===== src/rtl/hilo_mon_pkg.sv =====
package hilo_mon_pkg;

  typedef enum logic [2:0] {
    CLS_NONE  = 3'd0,
    CLS_MT_HI = 3'd1,
    CLS_MT_LO = 3'd2,
    CLS_MF_HI = 3'd3,
    CLS_MF_LO = 3'd4,
    CLS_ARITH = 3'd5
  } retire_cls_e;

  typedef enum logic [1:0] {
    WHY_NONE    = 2'd0,
    WHY_MT_GAP  = 2'd1,
    WHY_OP_GAP  = 2'd2,
    WHY_CORRUPT = 2'd3
  } viol_why_e;

  // record slots kept per register
  localparam int REC_MT = 0;
  localparam int REC_MF = 1;
  localparam int REC_OP = 2;
  localparam int NUM_REC = 3;

  // register index
  localparam int IDX_HI = 0;
  localparam int IDX_LO = 1;
  localparam int NUM_REG = 2;

endpackage


===== src/rtl/hilo_epoch_ctr.sv =====
module hilo_epoch_ctr #(
  parameter int TW = 32
) (
  input  logic          clk,
  input  logic          rst_n,
  input  logic          adv,
  output logic [TW-1:0] now
);

  logic [TW-1:0] now_q;
  logic [TW-1:0] now_d;

  always_comb begin
    now_d = now_q;
    if (adv) now_d = now_q + TW'(1);
  end

  always_ff @(posedge clk or negedge rst_n) begin
    if (!rst_n) now_q <= '0;
    else if (adv) now_q <= now_d;
  end

  assign now = now_q;

endmodule


===== src/rtl/hilo_reg_track.sv =====
module hilo_reg_track
  import hilo_mon_pkg::*;
#(
  parameter int TW = 32,
  parameter int AW = 32
) (
  input  logic                          clk,
  input  logic                          rst_n,
  input  logic [TW-1:0]                 now,
  input  logic [AW-1:0]                 pc,
  input  logic [NUM_REC-1:0]            wr,
  output logic [NUM_REC-1:0]            rec_vld,
  output logic [NUM_REC-1:0][TW-1:0]    rec_age,
  output logic [NUM_REC-1:0][AW-1:0]    rec_pc
);

  for (genvar k = 0; k < NUM_REC; k++) begin : g_rec
    logic          vld_q, vld_d;
    logic [TW-1:0] time_q, time_d;
    logic [AW-1:0] pc_q, pc_d;

    always_comb begin
      vld_d  = vld_q;
      time_d = time_q;
      pc_d   = pc_q;
      if (wr[k]) begin
        vld_d  = 1'b1;
        time_d = now;
        pc_d   = pc;
      end
    end

    always_ff @(posedge clk or negedge rst_n) begin
      if (!rst_n) begin
        vld_q  <= 1'b0;
        time_q <= '0;
        pc_q   <= '0;
      end else if (wr[k]) begin
        vld_q  <= vld_d;
        time_q <= time_d;
        pc_q   <= pc_d;
      end
    end

    // age in accepted instructions; unsigned difference tolerates wrap
    assign rec_vld[k] = vld_q;
    assign rec_age[k] = now - time_q;
    assign rec_pc[k]  = pc_q;
  end

endmodule


===== src/rtl/hilo_hazard_eval.sv =====
module hilo_hazard_eval
  import hilo_mon_pkg::*;
#(
  parameter int TW      = 32,
  parameter int AW      = 32,
  parameter int SPACING = 3
) (
  input  logic                                    vld,
  input  logic [2:0]                              cls,
  input  logic [NUM_REG-1:0][NUM_REC-1:0]         rec_vld,
  input  logic [NUM_REG-1:0][NUM_REC-1:0][TW-1:0] rec_age,
  input  logic [NUM_REG-1:0][NUM_REC-1:0][AW-1:0] rec_pc,
  output logic                                    hit,
  output logic [1:0]                              why,
  output logic [AW-1:0]                           prior_pc
);

  localparam logic [TW-1:0] GAP = TW'(SPACING);

  logic [NUM_REG-1:0] read_close;
  logic [NUM_REG-1:0] read_spoiled;

  for (genvar r = 0; r < NUM_REG; r++) begin : g_reg
    localparam int P = NUM_REG - 1 - r;
    assign read_close[r] = rec_vld[r][REC_MF] && (rec_age[r][REC_MF] < GAP);
    // peer move-in newer than our last op, and our last read older than it
    assign read_spoiled[r] = rec_vld[r][REC_OP] && rec_vld[P][REC_MT]
                          && (rec_age[P][REC_MT] < rec_age[r][REC_OP])
                          && (!rec_vld[r][REC_MF]
                              || (rec_age[r][REC_MF] > rec_age[r][REC_OP]));
  end

  always_comb begin
    hit      = 1'b0;
    why      = WHY_NONE;
    prior_pc = '0;
    if (vld) begin
      case (cls)
        CLS_MT_HI: if (read_close[IDX_HI]) begin
          hit = 1'b1; why = WHY_MT_GAP; prior_pc = rec_pc[IDX_HI][REC_MF];
        end
        CLS_MT_LO: if (read_close[IDX_LO]) begin
          hit = 1'b1; why = WHY_MT_GAP; prior_pc = rec_pc[IDX_LO][REC_MF];
        end
        CLS_ARITH: begin
          if (read_close[IDX_HI]) begin
            hit = 1'b1; why = WHY_OP_GAP; prior_pc = rec_pc[IDX_HI][REC_MF];
          end else if (read_close[IDX_LO]) begin
            hit = 1'b1; why = WHY_OP_GAP; prior_pc = rec_pc[IDX_LO][REC_MF];
          end
        end
        CLS_MF_HI: if (read_spoiled[IDX_HI]) begin
          hit = 1'b1; why = WHY_CORRUPT; prior_pc = rec_pc[IDX_LO][REC_MT];
        end
        CLS_MF_LO: if (read_spoiled[IDX_LO]) begin
          hit = 1'b1; why = WHY_CORRUPT; prior_pc = rec_pc[IDX_HI][REC_MT];
        end
        default: ;
      endcase
    end
  end

endmodule


===== src/rtl/hilo_hazard_mon.sv =====
module hilo_hazard_mon
  import hilo_mon_pkg::*;
#(
  parameter int TW      = 32,
  parameter int AW      = 32,
  parameter int SPACING = 3
) (
  input  logic          clk,
  input  logic          rst_n,
  input  logic          retire_vld,
  input  logic [2:0]    retire_cls,
  input  logic [AW-1:0] retire_pc,
  output logic          viol_pulse,
  output logic [1:0]    viol_reason,
  output logic [AW-1:0] viol_cur_pc,
  output logic [AW-1:0] viol_prior_pc
);

  logic [TW-1:0] now;

  hilo_epoch_ctr #(.TW(TW)) u_epoch (
    .clk   (clk),
    .rst_n (rst_n),
    .adv   (retire_vld),
    .now   (now)
  );

  logic [NUM_REG-1:0][NUM_REC-1:0]         rec_vld;
  logic [NUM_REG-1:0][NUM_REC-1:0][TW-1:0] rec_age;
  logic [NUM_REG-1:0][NUM_REC-1:0][AW-1:0] rec_pc;
  logic [NUM_REG-1:0][NUM_REC-1:0]         rec_wr;

  for (genvar r = 0; r < NUM_REG; r++) begin : g_track
    localparam logic [2:0] MT_CODE = (r == IDX_HI) ? CLS_MT_HI : CLS_MT_LO;
    localparam logic [2:0] MF_CODE = (r == IDX_HI) ? CLS_MF_HI : CLS_MF_LO;

    always_comb begin
      rec_wr[r]         = '0;
      rec_wr[r][REC_MT] = retire_vld && (retire_cls == MT_CODE);
      rec_wr[r][REC_MF] = retire_vld && (retire_cls == MF_CODE);
      rec_wr[r][REC_OP] = retire_vld && (retire_cls == CLS_ARITH);
    end

    hilo_reg_track #(.TW(TW), .AW(AW)) u_track (
      .clk     (clk),
      .rst_n   (rst_n),
      .now     (now),
      .pc      (retire_pc),
      .wr      (rec_wr[r]),
      .rec_vld (rec_vld[r]),
      .rec_age (rec_age[r]),
      .rec_pc  (rec_pc[r])
    );
  end

  logic          hit;
  logic [1:0]    why;
  logic [AW-1:0] prior_pc;

  hilo_hazard_eval #(.TW(TW), .AW(AW), .SPACING(SPACING)) u_eval (
    .vld      (retire_vld),
    .cls      (retire_cls),
    .rec_vld  (rec_vld),
    .rec_age  (rec_age),
    .rec_pc   (rec_pc),
    .hit      (hit),
    .why      (why),
    .prior_pc (prior_pc)
  );

  logic          pulse_q, pulse_d;
  logic [1:0]    why_q, why_d;
  logic [AW-1:0] cur_q, cur_d, prior_q, prior_d;

  always_comb begin
    pulse_d = hit;
    why_d   = hit ? why : WHY_NONE;
    cur_d   = hit ? retire_pc : '0;
    prior_d = hit ? prior_pc : '0;
  end

  always_ff @(posedge clk or negedge rst_n) begin
    if (!rst_n) begin
      pulse_q <= 1'b0;
      why_q   <= '0;
      cur_q   <= '0;
      prior_q <= '0;
    end else begin
      pulse_q <= pulse_d;
      why_q   <= why_d;
      cur_q   <= cur_d;
      prior_q <= prior_d;
    end
  end

  assign viol_pulse    = pulse_q;
  assign viol_reason   = why_q;
  assign viol_cur_pc   = cur_q;
  assign viol_prior_pc = prior_q;

endmodule


===== config.mk =====
export PLATFORM = sky130hd
export DESIGN_NAME = hilo_hazard_mon
export DESIGN_NICKNAME = d
export VERILOG_FILES = /design/src/rtl/hilo_mon_pkg.sv /design/src/rtl/hilo_epoch_ctr.sv /design/src/rtl/hilo_reg_track.sv /design/src/rtl/hilo_hazard_eval.sv /design/src/rtl/hilo_hazard_mon.sv
export SDC_FILE = /design/constraint.sdc
export NUM_CORES = 1
export LEC_CHECK = 0
export CAP_MARGIN = 20
export CORE_MARGIN = 2
export CORE_UTILIZATION = 57
export CTS_BUF_LIST = sky130_fd_sc_hd__clkbuf_8
export DETAILED_ROUTE_END_ITERATION = 16
export DONT_BUFFER_PORTS = 1
export GPL_ROUTABILITY_DRIVEN = 0
export PLACE_DENSITY = 0.72
export SLEW_MARGIN = 0
export SYNTH_ARGS = -nofsm -noshare
export SYNTH_HDL_FRONTEND = slang
export SYNTH_HIERARCHICAL = 1
export SYNTH_SLANG_ARGS = --single-unit

===== constraint.sdc =====
create_clock -name clk -period 6.5 [get_ports clk]
set_clock_uncertainty 0.05 [all_clocks]
set_input_delay 0.65 -clock clk [delete_from_list [all_inputs] [get_ports clk]]
set_output_delay 0.65 -clock clk [all_outputs]
set_load 0.005 [all_outputs]

# == Word level (Yosys, flattened, before mapping) ==
# Index checks and enable logic that the tools add are counted.
# word_totals
regBits,392
in_bits,38
output_inout_bits,67
elab_cells,78
# op_classes
add_sub_neg,6
n_lt_le_gt_ge,6
n_eq_ne,5
n_mux,25
n_reduce_logical,17
# ops
cell,n
32-bit two-way mux,8
32-bit case mux with 5 select lines,1
32-bit subtractor,5
32-bit > comparator,2
32-bit by 2-bit < comparator with 1-bit output (second input constant),2
32-bit < comparator,2
32-bit by 1-bit adder with 32-bit output (second input constant),1
1-bit logical AND,13
2-bit two-way mux,6
2-bit case mux with 5 select lines,1
1-bit two-way mux,8
3-bit by 2-bit == test with 1-bit output (second input constant),2
3-bit == test (second input constant),2
1-bit case mux with 5 select lines,1
3-bit by 1-bit == test with 1-bit output (second input constant),1
1-bit zero test,2
1-bit logical OR,2

# == Logic depth before layout (Yosys ltp) ==
# Gate-level depths: netlist of the first run.
# depth
word_depth,8
mapped_depth,24

# == Modules after synthesis ==
# The synthesis of the first run kept the hierarchy.
# modules_own_cells
module,instances,cells_each,area_each_um2,seq_area_each_um2
hilo_reg_track (g_track[1].u_track),1,1290,12323.1,4879.7
hilo_reg_track (g_track[0].u_track),1,1295,12175.4,4879.7
hilo_hazard_eval,1,586,4240.3,0.0
hilo_hazard_mon,1,145,2213.4,1676.6
hilo_epoch_ctr,1,123,1448.9,800.8

# == Worst setup path before layout of the first run ==
# No wires, ideal clock.
# synth_path
path_kind,register -> register
startpoint,reg u_epoch.now_q[1] (netlist: u_epoch/now[1])
endpoint,reg prior_q[11] (netlist: viol_prior_pc[11])
arrival_time_ns,4.992
required_ns,6.331
path_slack_ns,1.339
stages_incl_launch_ff,23
path_buffers,3
period_less_slack_ns,5.161
cell_sequence,dfrtp_1 > inv_1 > fa_1 > nand2b_1 > a21oi_2 > o211ai_2 > a211o_1 > o21ai_1 > nand3_1 > and2_1 > xnor2_1 > ha_1 > nand2_1 > o21ai_0 > a221o_1 > a2111o_1 > a22oi_1 > a311o_1 > clkbuf_1 > nand4_1 > buf_6 > buf_6 > and2_1
# synth_lines
element,line_no,source
start: declaration,hilo_epoch_ctr.sv:10,logic [TW-1:0] now_q;
start signal: assignment,hilo_epoch_ctr.sv:20,else if (adv) now_q <= now_d;
end signal: assignment,hilo_hazard_mon.sv:92,prior_q <= prior_d;
end: declaration,hilo_hazard_mon.sv:73,"logic [AW-1:0] cur_q, cur_d, prior_q, prior_d;"

==> flow_summary.yaml, run 1 <==
flow_run:
  max-cap-violations: 0
sta:
  finalHoldViolations: 202
  tns_ns: 0
  rsz0062_at_grt: "false"
  slew_headroom: -0.213
  fin_crit_sh: 0.902
  hold_slack_ns: -0.344
  fmax_mhz: 170
  slew_viol_final: 267
  setup_viol: 0
  worst_slack_ns: 0.634
  tightestPinTransition_ns: 1.82
  final.min_clock_period_ns: 5.87
worst_setup_path:
  required_ns: 6.98
  crit_start: "u_epoch/now[0]"
  crit_type: "reg -> reg"
  endpoint_kind: "register"
  rr_startpoint: "u_epoch/now[0]"
  r2r_cells: 18
  r2r_setup_slack_ns: 0.63
  rr_endpoint: "viol_prior_pc[0]"
  start_kind: "register"
  worstSetupEndpoint: "viol_prior_pc[0]"
  worstPathMaxFanout: 16
  arrival_ns: 6.35
floorplan:
  die-area_mm2: 0.0546
  core-area_mm2: 0.0523
  die_h_um: 234
  ios: 105
  rows: 84
  dieWidth_um: 234
  start_util: 0.574
power:
  leakage_nw: 15.6
  vdd_drop_max_mv: 0.211
  power_density_mw_per_mm2: 471
cts:
  cts_tree: "built"
  numCtsBuffers: 75
  cts_root_buf: "clkbuf_8"
  cts_max_level: 3
  post_cts_resized: 0
  cts_hold_buf: 1
  clkTransAtPathRegs_ns: 0.06
  cts_setup_buffers: 0
  cts.sinks: 425
  insertion_delay_ns: 0.68
  cts.path.max_buffers: 3
final_layout:
  final_common_cell: "dfrtp_1"
  area_delta_synth_final_pct: 7.49
  drive_above_1_share: 0.110
  final_cell_mix: "425 x dfrtp_1, 348 x nand2_1, 344 x inv_1"
  fin_cells: 4048
  diodes: 0
  final_nets: 3657
logic_synthesis:
  synth_area_mm2: 0.0301
  synth.avg_cell_area_um2: 9.09
  ys_warn_count: 6
  syn_inst: 3307
  syn-num-nets: 3664
detailed_routing:
  drt_wl_total_um: 75300
  route.vias.total: 24500
  postRouteAntennaNets: 0
  via_per_inst: 6.06
  drc: 0
  drt_iter0_markers: 2140
  wire_per_inst_um: 18.6
  dr.pass1.iters: 6
status:
  status: "finished, violations left"
  violations: "negative hold slack, max-slew violations"
placed_design:
  dpl.hpwl_um: 55300
  port_buffers: 0
  dpl_worst_slack_ns: 0.806
  dpl.cell_count: 3909
grt:
  grt_util_all_layers: 0.275
  grt-ovfl-total: 0
  grt_max_degree: 426
  antenna_found_initial: 0
  grt_pass1_vias: 24200
  grt_pass1_wl_um: 121000
hold_path:
  min_path_type: "in -> async"
## area by class of cell
cell class	count	area, um^2
Clock inverter	40	250
Inverter	315	1180
Sequential cell	425	10600
Fill cell	4407	20000
Tap cell	688	861
Multi-Input combinational cell	2437	17700
Clock buffer	97	1340
Timing Repair Buffer	46	358
## metrics by stage
step           instance area, um^2  utilization  total power [mW]
2_1_floorplan                30100            -              10.3
3_3_place_gp                 30700        0.587              12.0
3_5_place_dp                 30700        0.587              12.5
4_1_cts                      32300        0.617              15.1
5_1_grt                      32300        0.617              16.6
6_report                     32300        0.617              15.2
## layer usage
metal  GRT usage  up-vias  wire length [um]
met5           0        -                 0
met4       0.107        0              2740
met3      0.0417      197              4630
met2       0.446      801             34500
met1       0.370    11800             33400
li1            -    11700                 -
## worst min-delay path by stage
stage	from	end	slack (ns)	cells after the start
after floorplan	rst_n	g_track[0].u_track/g_rec[0].pc_q[0]	0.30	0
after global placement	rst_n	g_track[1].u_track/g_rec[1].time_q[4]	0.34	0
after detailed placement	rst_n	g_track[0].u_track/g_rec[0].time_q[4]	0.34	0
after CTS	rst_n	g_track[1].u_track/g_rec[1].time_q[6]	-0.39	0
after global routing	rst_n	g_track[1].u_track/g_rec[1].time_q[4]	-0.38	0
final	rst_n	g_track[1].u_track/g_rec[1].time_q[4]	-0.34	0
## flip-flops by register name, indices dropped and copies added (netlist names)
register                      flops
g_track.u_track/g_rec.pc_q      128
u_epoch/now                      32
g_track.u_track/g_rec.vld_q       6
viol_prior_pc                    32
g_track.u_track/g_rec.time_q    192
viol_reason                       2
viol_cur_pc                      32
viol_pulse                        1
## worst max-delay path, stage by stage (launching register included)
cell,delay (ns)
dfrtp_1,0.58
inv_1,0.17
ha_1,0.26
fa_1,0.41
nor2b_1,0.18
o2111ai_1,0.18
a2111oi_1,0.50
o2111ai_1,0.25
o21ai_2,0.28
a31oi_1,0.21
o21ai_1,0.19
xor2_1,0.11
nor4b_1,0.32
nand4_1,0.26
o31ai_1,0.43
nand2_1,0.58
a32oi_1,0.42
o221ai_1,0.13
and2_1,0.18
## power breakdown
part / leakage, nW / internal (mW) / switching (mW)
clock: 0.925 / 1.43 / 1.14
sequential: 5.53 / 3.02 / 0.249
combinational: 9.13 / 3.91 / 5.46
(Power assumes the default switching activity.)
==> run 2: changes to the inputs <==
Settings changed: CTS_CLUSTER_DIAMETER set to 50, GPL_ROUTABILITY_DRIVEN 0 to unset.
==> run 2 against run 1 <==
The run still ends with negative hold slack, max-slew violations left. Clock power about the same. Wire length up 1.7%. Worst hold slack got worse by 0.0084 ns. Power up 0.66%. Core utilization increased by 0.096 points. Fmax down 0.55%. Non-clock buffer count up 3. Critical endpoint is now viol_prior_pc[20].
==> flow_summary.yaml, run 2 (synthesis gave the netlist of run 1 again) <==
cts:
  insertion_delay_ns: 0.66
  cts_setup_buffers: 0
  post_cts_resized: 0
  numCtsBuffers: 80
  cts_tree: "built"
  cts_hold_buf: 1
  cts.sinks: 425
  cts.path.max_buffers: 3
  clkTransAtPathRegs_ns: 0.06
  cts_root_buf: "clkbuf_8"
  cts_max_level: 3
final_layout:
  seqCellArea_mm2: 0.0106
  final_common_cell: "dfrtp_1"
  final_cell_mix: "425 x dfrtp_1, 348 x nand2_1, 339 x inv_1"
  drive_above_1_share: 0.113
  fill_cells: 4445
  area_delta_synth_final_pct: 7.65
  final_nets: 3665
  diodes: 0
  largest_reg_flops: 192
  top_regs: "g_track.u_track/g_rec.time_q (192), g_track.u_track/g_rec.pc_q (128)"
  multiInputGateArea_mm2: 0.0177
  regMostFlops: "g_track.u_track/g_rec.time_q"
  fin_area_mm2: 0.0324
grt:
  grt_util_all_layers: 0.282
  grt_pass1_wl_um: 124000
  grt_pass1_vias: 24000
  grt-ovfl-total: 0
  antenna_found_initial: 0
  grt_max_degree: 426
worst_setup_path:
  rr_endpoint: "viol_prior_pc[20]"
  required_ns: 6.98
  start_kind: "register"
  rr_startpoint: "u_epoch/now[0]"
  r2r_setup_slack_ns: 0.60
  worstPathMaxFanout: 15
  arrival_ns: 6.38
  r2r_cells: 19
  endpoint_kind: "register"
  crit_type: "reg -> reg"
detailed_routing:
  dr.pass1.iters: 6
  route.vias.total: 24100
  drt_wl_total_um: 76600
  drt_iter0_markers: 1718
  wire_per_inst_um: 18.9
  postRouteAntennaNets: 0
  via_per_inst: 5.95
  drc: 0
placed_design:
  place_congestion: 0.918
  dpl.hpwl_um: 57400
  port_buffers: 0
  placed_cell_area_mm2: 0.0307
  dpl_worst_slack_ns: 0.721
sta:
  tightestPinTransition_ns: 1.60
  fin_crit_sh: 0.907
  setup_viol: 0
  slew_viol_final: 90
  slew_headroom: -0.0636
  finalHoldViolations: 385
  fmax_mhz: 170
  worst_slack_ns: 0.601
  tns_ns: 0
  hold_slack_ns: -0.352
  final.min_clock_period_ns: 5.90
  rsz0062_at_grt: "false"
floorplan:
  start_util: 0.574
  rows: 84
  die_h_um: 234
  dieWidth_um: 234
  core-area_mm2: 0.0523
  ios: 105
  die-area_mm2: 0.0546
status:
  status: "finished, violations left"
  violations: "negative hold slack, max-slew violations"
power:
  p_comb_frac: 0.616
  leakage_nw: 15.6
  internal_power_mw: 8.40
  power_frac_seq: 0.214
  p_sw_frac: 0.452
  power_density_mw_per_mm2: 473
  power.switching_mw: 6.91
  p_clk_frac: 0.170
  vdd_drop_max_mv: 0.263
hold_path:
  min_path_type: "in -> async"
flow_run:
  max-cap-violations: 0
run 2: power by group through the flow:
stage          Sequential [mW]  Clock [mW]  Combinational (mW)
2_1_floorplan             3.25           0                7.03
3_3_place_gp              3.29           0                8.90
3_5_place_dp              3.31           0                9.30
4_1_cts                   3.27        2.67                9.35
5_1_grt                   3.32        2.79                10.5
6_report                  3.27        2.60                9.44
run 2: layout make-up:
cell class / count / area share
clock buffers: 95 / 0.0404
repair buffers: 49 / 0.0118
flip-flops and latches: 425 / 0.329
well taps: 688 / 0.0266
inverters: 315 / 0.0365
multi-input cells: 2437 / 0.547
clock inverters: 46 / 0.00943
run 2: stage by stage:
stage / power [mW] / instances / util
final: 15.3 / 4055 / 0.618
after global routing: 16.6 / 4055 / 0.618
after CTS: 15.3 / 4055 / 0.618
after detailed placement: 12.6 / 3913 / 0.587
after global placement: 12.2 / 3912 / 0.587
after floorplan: 10.3 / 3307 / -
run 2: worst max-delay path by stage:
stage	start	to	slack [ns]	cells after the start
floorplan	u_epoch/now[1]	viol_prior_pc[11]	1.34	22
global placement	u_epoch/now[0]	viol_prior_pc[3]	0.86	19
detailed placement	u_epoch/now[0]	viol_prior_pc[3]	0.72	19
CTS	u_epoch/now[0]	viol_prior_pc[20]	0.67	19
global route	u_epoch/now[0]	viol_cur_pc[26]	0.14	19
finish	u_epoch/now[0]	viol_prior_pc[20]	0.60	19
run 2: per-layer routing:
layer,GRT usage,vias up,part of all wire
met5,0,-,0
met1,0.384,11600,0.45
met3,0.0399,162,0.054
met4,0.0959,0,0.032
met2,0.462,647,0.46
li1,-,11700,-
run 2: critical path: stages (launching register included):
cell and delay (ns):
dfrtp_1 0.55, inv_1 0.17, ha_1 0.26, fa_1 0.43, nor2b_1 0.17, o2111ai_1 0.22, a31oi_2 0.33, a41oi_1 0.31
o21ai_2 0.32, nand4_1 0.15, o211ai_1 0.14, xor2_1 0.13, ha_1 0.35, nand4_2 0.14, or4_1 0.57, a2111o_1 0.53
and3b_1 0.26, buf_4 0.20, a221o_1 0.31, and2_1 0.15
